$ cat src/rtl/phy_hs_pkg.sv
package phy_hs_pkg;

  localparam int FIELD_W      = 16;
  localparam int CTRL_W       = 32;
  localparam int CAP_ADDR_BIT = 16;
  localparam int CAP_DATA_BIT = 17;
  localparam int WR_STB_BIT   = 18;
  localparam int RD_STB_BIT   = 19;

  typedef enum logic [3:0] {
    ST_IDLE,
    ST_A_SET, ST_A_CAP, ST_A_REL,
    ST_D_SET, ST_D_CAP, ST_D_REL,
    ST_W_STB, ST_W_REL,
    ST_R_STB, ST_R_REL
  } seq_state_e;

  // states that sit on the acknowledge and poll it
  function automatic logic is_wait(seq_state_e s);
    return s inside {ST_A_CAP, ST_A_REL, ST_D_CAP, ST_D_REL,
                     ST_W_STB, ST_W_REL, ST_R_STB, ST_R_REL};
  endfunction

  // level of acknowledge a waiting state needs before it may advance
  function automatic logic want_ack(seq_state_e s);
    return s inside {ST_A_CAP, ST_D_CAP, ST_W_STB, ST_R_STB};
  endfunction

  function automatic seq_state_e step_after(seq_state_e s, logic wr);
    case (s)
      ST_A_SET: return ST_A_CAP;
      ST_A_CAP: return ST_A_REL;
      ST_A_REL: return wr ? ST_D_SET : ST_R_STB;
      ST_D_SET: return ST_D_CAP;
      ST_D_CAP: return ST_D_REL;
      ST_D_REL: return ST_W_STB;
      ST_W_STB: return ST_W_REL;
      ST_R_STB: return ST_R_REL;
      default:  return ST_IDLE;
    endcase
  endfunction

endpackage

$ cat src/rtl/phy_hs_poll_timer.sv
module phy_hs_poll_timer #(
  parameter int POLL_CYCLES = 100,
  parameter int MAX_POLLS   = 10
) (
  input  logic clk,
  input  logic rst_n,
  input  logic clr,
  output logic poll,
  output logic last
);
  localparam int TW = (POLL_CYCLES > 1) ? $clog2(POLL_CYCLES) : 1;
  localparam int PW = (MAX_POLLS > 1) ? $clog2(MAX_POLLS) : 1;
  localparam logic [TW-1:0] TICK_END = TW'(POLL_CYCLES - 1);
  localparam logic [PW-1:0] POLL_END = PW'(MAX_POLLS - 1);

  logic [TW-1:0] tick_q;
  logic [PW-1:0] cnt_q;

  assign poll = (tick_q == TICK_END);
  assign last = (cnt_q == POLL_END);

  always_ff @(posedge clk) begin
    if (!rst_n || clr) begin
      tick_q <= '0;
      cnt_q  <= '0;
    end else if (poll) begin
      tick_q <= '0;
      if (!last) cnt_q <= cnt_q + 1'b1;
    end else begin
      tick_q <= tick_q + 1'b1;
    end
  end
endmodule

$ cat src/rtl/phy_hs_ctrl_enc.sv
module phy_hs_ctrl_enc
  import phy_hs_pkg::*;
(
  input  seq_state_e          state,
  input  logic [FIELD_W-1:0]  addr,
  input  logic [FIELD_W-1:0]  data,
  output logic [CTRL_W-1:0]   ctrl
);
  always_comb begin
    ctrl = '0;
    case (state)
      ST_A_SET, ST_A_REL: ctrl[FIELD_W-1:0] = addr;
      ST_A_CAP: begin
        ctrl[FIELD_W-1:0]  = addr;
        ctrl[CAP_ADDR_BIT] = 1'b1;
      end
      ST_D_SET, ST_D_REL, ST_W_REL: ctrl[FIELD_W-1:0] = data;
      ST_D_CAP: begin
        ctrl[FIELD_W-1:0]  = data;
        ctrl[CAP_DATA_BIT] = 1'b1;
      end
      ST_W_STB: ctrl[WR_STB_BIT] = 1'b1;
      ST_R_STB: ctrl[RD_STB_BIT] = 1'b1;
      default:  ctrl = '0;
    endcase
  end
endmodule

$ cat src/rtl/phy_hs_result.sv
module phy_hs_result #(
  parameter int W = 16
) (
  input  logic         clk,
  input  logic         rst_n,
  input  logic         fin_ok,
  input  logic         fin_err,
  input  logic         cap_en,
  input  logic [W-1:0] cap_val,
  output logic         done,
  output logic         err,
  output logic [W-1:0] rdata
);
  always_ff @(posedge clk) begin
    if (!rst_n) begin
      done  <= 1'b0;
      err   <= 1'b0;
      rdata <= '0;
    end else begin
      done <= fin_ok;
      err  <= fin_err;
      if (cap_en) rdata <= cap_val;
    end
  end
endmodule

$ cat src/rtl/phy_hs_master.sv
module phy_hs_master
  import phy_hs_pkg::*;
#(
  parameter int POLL_CYCLES = 100,
  parameter int MAX_POLLS   = 10
) (
  input  logic                clk,
  input  logic                rst_n,
  input  logic                req_valid,
  output logic                req_ready,
  input  logic                req_write,
  input  logic [FIELD_W-1:0]  req_addr,
  input  logic [FIELD_W-1:0]  req_wdata,
  output logic                rsp_done,
  output logic                rsp_err,
  output logic [FIELD_W-1:0]  rsp_rdata,
  output logic [CTRL_W-1:0]   phy_ctrl,
  input  logic                phy_ack,
  input  logic [FIELD_W-1:0]  phy_rdata
);
  seq_state_e         state_q, state_d;
  logic [FIELD_W-1:0] addr_q, data_q;
  logic               wr_q;
  logic               accept;
  logic               poll, last, clr;
  logic               fin_ok, fin_err, cap_en;

  assign req_ready = (state_q == ST_IDLE);
  assign accept    = req_valid && req_ready;

  always_comb begin
    state_d = state_q;
    fin_ok  = 1'b0;
    fin_err = 1'b0;
    cap_en  = 1'b0;
    if (is_wait(state_q)) begin
      if (poll) begin
        if (phy_ack == want_ack(state_q)) begin
          state_d = step_after(state_q, wr_q);
          cap_en  = (state_q == ST_R_STB);
          fin_ok  = (step_after(state_q, wr_q) == ST_IDLE);
        end else if (last) begin
          state_d = ST_IDLE;
          fin_err = 1'b1;
        end
      end
    end else if (state_q == ST_IDLE) begin
      if (accept) state_d = ST_A_SET;
    end else begin
      state_d = step_after(state_q, wr_q);
    end
  end

  // timer restarts on every phase change and stays cleared outside waits
  assign clr = (state_d != state_q) || !is_wait(state_q);

  always_ff @(posedge clk) begin
    if (!rst_n) begin
      state_q <= ST_IDLE;
      addr_q  <= '0;
      data_q  <= '0;
      wr_q    <= 1'b0;
    end else begin
      state_q <= state_d;
      if (accept) begin
        addr_q <= req_addr;
        data_q <= req_wdata;
        wr_q   <= req_write;
      end
    end
  end

  phy_hs_poll_timer #(
    .POLL_CYCLES(POLL_CYCLES),
    .MAX_POLLS  (MAX_POLLS)
  ) u_timer (
    .clk  (clk),
    .rst_n(rst_n),
    .clr  (clr),
    .poll (poll),
    .last (last)
  );

  phy_hs_ctrl_enc u_enc (
    .state(state_q),
    .addr (addr_q),
    .data (data_q),
    .ctrl (phy_ctrl)
  );

  phy_hs_result #(.W(FIELD_W)) u_result (
    .clk    (clk),
    .rst_n  (rst_n),
    .fin_ok (fin_ok),
    .fin_err(fin_err),
    .cap_en (cap_en),
    .cap_val(phy_rdata),
    .done   (rsp_done),
    .err    (rsp_err),
    .rdata  (rsp_rdata)
  );
endmodule

$ cat config.mk
export PLATFORM = sky130hd
export DESIGN_NAME = phy_hs_master
export DESIGN_NICKNAME = d
export VERILOG_FILES = /design/src/rtl/phy_hs_pkg.sv /design/src/rtl/phy_hs_poll_timer.sv /design/src/rtl/phy_hs_ctrl_enc.sv /design/src/rtl/phy_hs_result.sv /design/src/rtl/phy_hs_master.sv
export SDC_FILE = /design/constraint.sdc
export NUM_CORES = 1
export LEC_CHECK = 0
export BUFFER_PORTS_ARGS = -buffer_cell sky130_fd_sc_hd__buf_2
export CAP_MARGIN = 20
export CORE_MARGIN = 3
export CORE_UTILIZATION = 54
export CTS_CLUSTER_SIZE = 28
export DETAILED_ROUTE_END_ITERATION = 16
export GPL_ROUTABILITY_DRIVEN = 0
export GPL_TIMING_DRIVEN = 0
export PLACE_DENSITY_LB_ADDON = 0.2
export SLEW_MARGIN = 40
export SYNTH_ARGS = -nofsm -noshare
export SYNTH_HDL_FRONTEND = slang
export SYNTH_SLANG_ARGS = --single-unit
$ cat constraint.sdc
create_clock -name clk -period 6.2 [get_ports clk]
set_input_delay 0.62 -clock clk [delete_from_list [all_inputs] [get_ports clk]]
set_output_delay 0.62 -clock clk [all_outputs]
set_load 0.02 [all_outputs]
==> qor.yml, run 1 <==
status:
  status: "finished, final reports clean"
detailed_routing:
  firstDrtPassIters: 5
  drt-total-wl_um: 8240
  ant_nets: 0
  drc_errors: 0
  wl_per_cell_um: 13.9
  drt-vias-per-instance: 5.42
  drt_iter0_markers: 204
  vias: 3211
placed_design:
  place_area_um2: 3700
  post-place-ws_ns: 3.12
  dp_hpwl_um: 5900
  io_buffer_count: 91
  place_inst: 576
clocking:
  cts_buffers: 9
  cts_tree: "done"
  cts_hold_buf: 0
  ctsResizeCount: 0
  post-cts-setup-buffers: 0
  clockBufferDepth: 2
  clockRootBuffer: "clkbuf_8"
  cts_max_level: 3
  clock_latency_ns: 0.34
  path_clk_slew_ns: 0.07
  cts_num_sinks: 66
power:
  p_leak_nw: 1.69
  p_per_area_nw_per_um2: 266
  ir_drop_v: 0.000189
  fin_total_pwr_w: 0.00104
  switching_share_pct: 28.5
  pwr-share-comb_pct: 16.3
  clkPwrFrac_pct: 39.8
  seqPwrFrac_pct: 43.9
  switchingPower_w: 0.000297
  p_int_w: 0.000745
timing:
  hold_viol_final: 0
  finalCritPeriodShare_pct: 56.2
  drv_slew: 0
  fin_setup_tns_ns: 0
  final.setup.worst_slack_ns: 2.72
  worst_pin_slew_ns: 0.640
  setup_viol: 0
  period_needed_ns: 3.48
  fin_skew_ns: 0.00700
  fmax_mhz: 287
  max_slew_margin_pct: 57.0
  rsz0062_at_grt: "no"
synthesis:
  syn-instance-count: 402
  synth_enable_flop_cells: 0
  synthFlopType: "dfxtp_1"
  syn-cell-area_um2: 3110
  ys_types: 51
  ys_async_sr_fraction_pct: 0
  ys_ff_latch: 66
  syn_avg_cell_area_um2: 7.73
  yosys_warnings: 0
  ys_seq_area_share_pct: 42.5
finish:
  nets: 571
  layout-drive-gt1-share_pct: 24.4
  multi_input_area_um2: 1610
  regArea_um2: 1320
  syn2layout_area_growth_pct: 26.2
  final_cells: 592
  num-fill-cells: 483
  diodes: 0
  fin_area_um2: 3920
worst_setup_path:
  critPathRequiredTime_ns: 5.58
  crit_arrival_ns: 2.86
  endpoint_kind: "output pin"
  critPathKind: "flop to output pin"
  cp_max_fo: 10
  critPathLaunchType: "flop"
  r2r_start: "u_timer.tick_q[3]$_SDFF_PP0_"
  critPathLaunch: "state_q[2]$_SDFF_PN0_"
die:
  die_x_um: 81.9
  io_pins: 104
  die_area_um2: 6700
  core-area_um2: 5540
  initial_core_util_pct: 56.1
  dieHeight_um: 81.9
  num_rows: 27
job:
  cap_violations: 0
global_routing:
  grt_antenna_before_repair: 0
  grt_pass1_vias: 2868
  grt.overflow.total: 0
  grt.total_usage_pct: 25.1
  grt_pass1_wl_um: 13100
  grt_start_max_net_pins: 13
hold_path:
  hold_path_class: "flop to flop"
  min_from: "u_result.rdata[6]$_SDFFE_PN0P_"
-- cell families (layout without fill, tap and decap cells) --
| logic type | count (synthesis) | in the layout | synth area share (%) |
|---|---|---|---|
| fa+ha+maj | 3 | 3 | 1.21 |
| xor+xnor | 9 | 9 | 2.78 |
| compound gates | 99 | 99 | 19.9 |
| flops | 66 | 66 | 42.5 |
| other cells | 1 | 12 | 0.121 |
| simple gates | 179 | 179 | 26.5 |
| buf+inv | 45 | 152 | 7.00 |
-- final timing paths --
kind | to | slack (ns) | cells past startpoint
hold reg to reg | u_result.rdata[6]$_SDFFE_PN0P_ | 0.45 | 2
setup reg to reg | state_q[1]$_SDFF_PN0_ | 3.67 | 7
hold / removal | u_result.rdata[6]$_SDFFE_PN0P_ | 0.45 | 2
setup / recovery | phy_ctrl[15] | 2.72 | 7
-- per-layer routing --
| metal | vias to the layer above | track usage, % | wire length, um |
|---|---|---|---|
| met3 | 14 | 4.93 | 661 |
| met1 | 1470 | 31.0 | 3350 |
| li1 | 1577 | - | - |
| met4 | 0 | 9.97 | 148 |
| met2 | 150 | 42.6 | 4080 |
| met5 | - | 0 | 0 |
-- critical path, stage by stage (launching register included) --
cell and delay [ns]:
dfxtp_1 0.41, clkbuf_1 0.34, clkbuf_1 0.40, nand2_1 0.09, o22ai_1 0.46, clkbuf_1 0.44
a22o_1 0.22, buf_2 0.17
-- cell usage in the layout (no fill, tap or decap), types with 7 or more instances in the layout --
cell type and instances:
xor2_1 7, a21oi_1 54, dfxtp_1 66, clkbuf_1 23, nand2_1 110, clkbuf_8 10
a22o_1 16, buf_2 94, o21ai_0 8, nand3_1 9, conb_1 12, nor2_1 19
buf_4 12
-- power groups by stage --
stage	registers [W]	logic, W	clock network, W
finish	0.000457	0.000169	0.000415
global route	0.000460	0.000188	0.000439
CTS	0.000457	0.000168	0.000420
detailed placement	0.000467	0.000167	0
global placement	0.000466	0.000165	0
floorplan	0.000463	0.000115	0
-- registers in the layout, summed over array words and instances, names as in the netlist --
name / flops
addr_q: 16
data_q: 16
u_result.rdata: 16
u_timer.tick_q: 7
state_q: 4
u_timer.cnt_q: 4
u_result.done: 1
u_result.err: 1
wr_q: 1
-- cell usage after synthesis, drive strengths merged, types with 3 or more instances --
| cell type | instances | area share, % |
|---|---|---|
| nand2 | 110 | 13 |
| dfxtp | 66 | 42 |
| a21oi | 54 | 8.7 |
| clkbuf | 23 | 2.8 |
| nor2 | 19 | 2.3 |
| a22o | 16 | 4.5 |
| buf | 16 | 3.5 |
| nand3 | 9 | 1.4 |
| o21ai | 8 | 1.3 |
| xor2 | 7 | 2.0 |
| inv | 6 | 0.72 |
| nor3 | 6 | 1.3 |
| and2 | 5 | 1.0 |
| nor2b | 5 | 1.0 |
| and3 | 4 | 0.80 |
| nand4 | 4 | 0.80 |
| a211oi | 3 | 0.72 |
| ha | 3 | 1.2 |
| nand2b | 3 | 0.60 |
| or3 | 3 | 0.60 |
-- stage by stage --
step / hold WS [ns] / util, %
2_1_floorplan: 0.430 / -
3_3_place_gp: 0.440 / 66.7
3_5_place_dp: 0.444 / 66.7
4_1_cts: 0.455 / 70.8
5_1_grt: 0.474 / 70.8
6_report: 0.452 / 70.8
-- cell type report --
type / count / area share, %
multi-input combinational: 302 / 41.1
sequential: 66 / 33.7
clock buffer: 10 / 3.51
tap: 72 / 2.30
inverter: 6 / 0.574
timing repair buffer: 91 / 11.6
clock inverter: 6 / 2.26
buffer: 39 / 4.98
Note: power is estimated with default switching activity, not from simulation.
==> run 2, diff against run 1 <==
- CORE_UTILIZATION: 54 -> 45
- clock period: 6.2 -> 3 ns (I/O delays scaled with it)
==> qor.yml, run 2 (synthesized netlist as in run 1, its figures left out) <==
global_routing:
  grt.total_usage_pct: 22.0
  grt_start_max_net_pins: 12
  grt_pass1_vias: 2932
  grt_antenna_before_repair: 0
  grt_pass1_wl_um: 13600
  grt.overflow.total: 0
finish:
  num-fill-cells: 639
  syn2layout_area_growth_pct: 26.1
  final_cell_mix: "nand2_1 (110), buf_2 (94), dfxtp_1 (66), a21oi_1 (54)"
  fin_area_um2: 3920
  final_cells: 597
  reg.largest.list: "addr_q x16, data_q x16, u_result.rdata x16"
  regArea_um2: 1320
  multi_input_area_um2: 1620
  nets: 571
  final_common_cell: "nand2_1"
  diodes: 0
  layout-drive-gt1-share_pct: 25.4
detailed_routing:
  drt-total-wl_um: 8330
  drt_iter0_markers: 176
  wl_per_cell_um: 14.0
  drt-vias-per-instance: 5.25
  vias: 3132
  drc_errors: 0
  firstDrtPassIters: 5
  ant_nets: 0
clocking:
  cts_hold_buf: 0
  clockBufferDepth: 2
  clock_latency_ns: 0.34
  cts_buffers: 9
  cts_tree: "done"
  clockRootBuffer: "clkbuf_8"
  cts_max_level: 3
  post-cts-setup-buffers: 0
  path_clk_slew_ns: 0.07
  ctsResizeCount: 3
  cts_num_sinks: 66
timing:
  worst_pin_slew_ns: 0.647
  max_slew_margin_pct: 56.6
  fin_skew_ns: 0.00679
  drv_slew: 0
  finalCritPeriodShare_pct: 94.1
  setup_viol: 0
  fin_hold_ws_ns: 0.185
  fin_setup_tns_ns: 0
  fmax_mhz: 354
  period_needed_ns: 2.82
  rsz0062_at_grt: "no"
  hold_viol_final: 0
die:
  die_area_um2: 7940
  core-area_um2: 6530
  io_pins: 104
  dieHeight_um: 89.1
  initial_core_util_pct: 47.6
  die_x_um: 89.1
  num_rows: 29
worst_setup_path:
  critPathTopFamily: "buffers and inverters"
  critPathLaunchType: "flop"
  slowest_stage: "dfxtp_1"
  critPathKind: "flop to output pin"
  cp_common_cell: "clkbuf_2"
  crit_chain: "clkbuf_2 > buf_1 > o21a_1 > clkbuf_2 > a22o_1 > buf_2"
  critPathRequiredTime_ns: 2.70
  crit_arrival_ns: 2.52
  cp_max_fo: 10
  slowest_delay_ns: 0.47
  endpoint_kind: "output pin"
  path_buf_inv: 4
power:
  ir_drop_v: 0.000299
  p_leak_nw: 1.70
  p_per_area_nw_per_um2: 529
hold_path:
  hold_path_class: "primary input to flop"
placed_design:
  place_inst: 581
  place_area_um2: 3700
  io_buffer_count: 91
  dp_hpwl_um: 5990
job:
  cap_violations: 0
status:
  status: "finished, final reports clean"
[run 2: worst paths after layout]
kind	endpoint	from	cells past startpoint	slack [ns]
hold / removal	u_result.rdata[6]$_SDFFE_PN0P_	phy_rdata[6]	3	0.18
hold reg to reg	u_result.rdata[5]$_SDFFE_PN0P_	u_result.rdata[5]$_SDFFE_PN0P_	2	0.45
setup / recovery	phy_ctrl[15]	state_q[0]$_SDFF_PN0_	6	0.18
setup reg to reg	state_q[1]$_SDFF_PN0_	u_timer.tick_q[4]$_SDFF_PP0_	7	0.40
[run 2: worst min-delay path: cells and delay by family]
| kind | cells | cell delay, ns |
|---|---|---|
| buffers and inverters | 1 | 0.09 |
| and+or+nand+nor | 1 | 0.04 |
| AOI/OAI and AO/OA | 1 | 0.05 |
[run 2: where the power goes]
group	internal (W)	switching (W)	total, W
logic	0.000130	0.000224	0.000353
clock network	0.000428	0.000347	0.000775
registers	0.000919	0.0000255	0.000945
[run 2: area by class of cell]
class / count / share of cell area [%]
Multi-Input combinational cell: 302 / 41.3
Sequential cell: 66 / 33.7
Timing Repair Buffer: 91 / 11.6
Buffer: 39 / 5.14
Clock buffer: 12 / 3.96
Tap cell: 77 / 2.46
Clock inverter: 4 / 1.28
Inverter: 6 / 0.575
[run 2: metrics by stage]
stage	utilization (%)	power [W]	setup slack [ns]
after CTS	60.0	0.00208	0.0706
after floorplan	-	0.00120	0.672
final	60.0	0.00207	0.176
after detailed placement	56.7	0.00131	0.163
after global placement	56.7	0.00131	0.148
after global routing	60.0	0.00218	0.0318
[run 2: layer usage]
layer  up-vias  share of wire [%]  global-route usage [%]
li1       1580                  -                       -
met1      1391                 41                    28.0
met2       142                 49                    35.7
met3        19                8.4                    6.27
met4         0                1.8                    7.98
met5         -                  0                       0
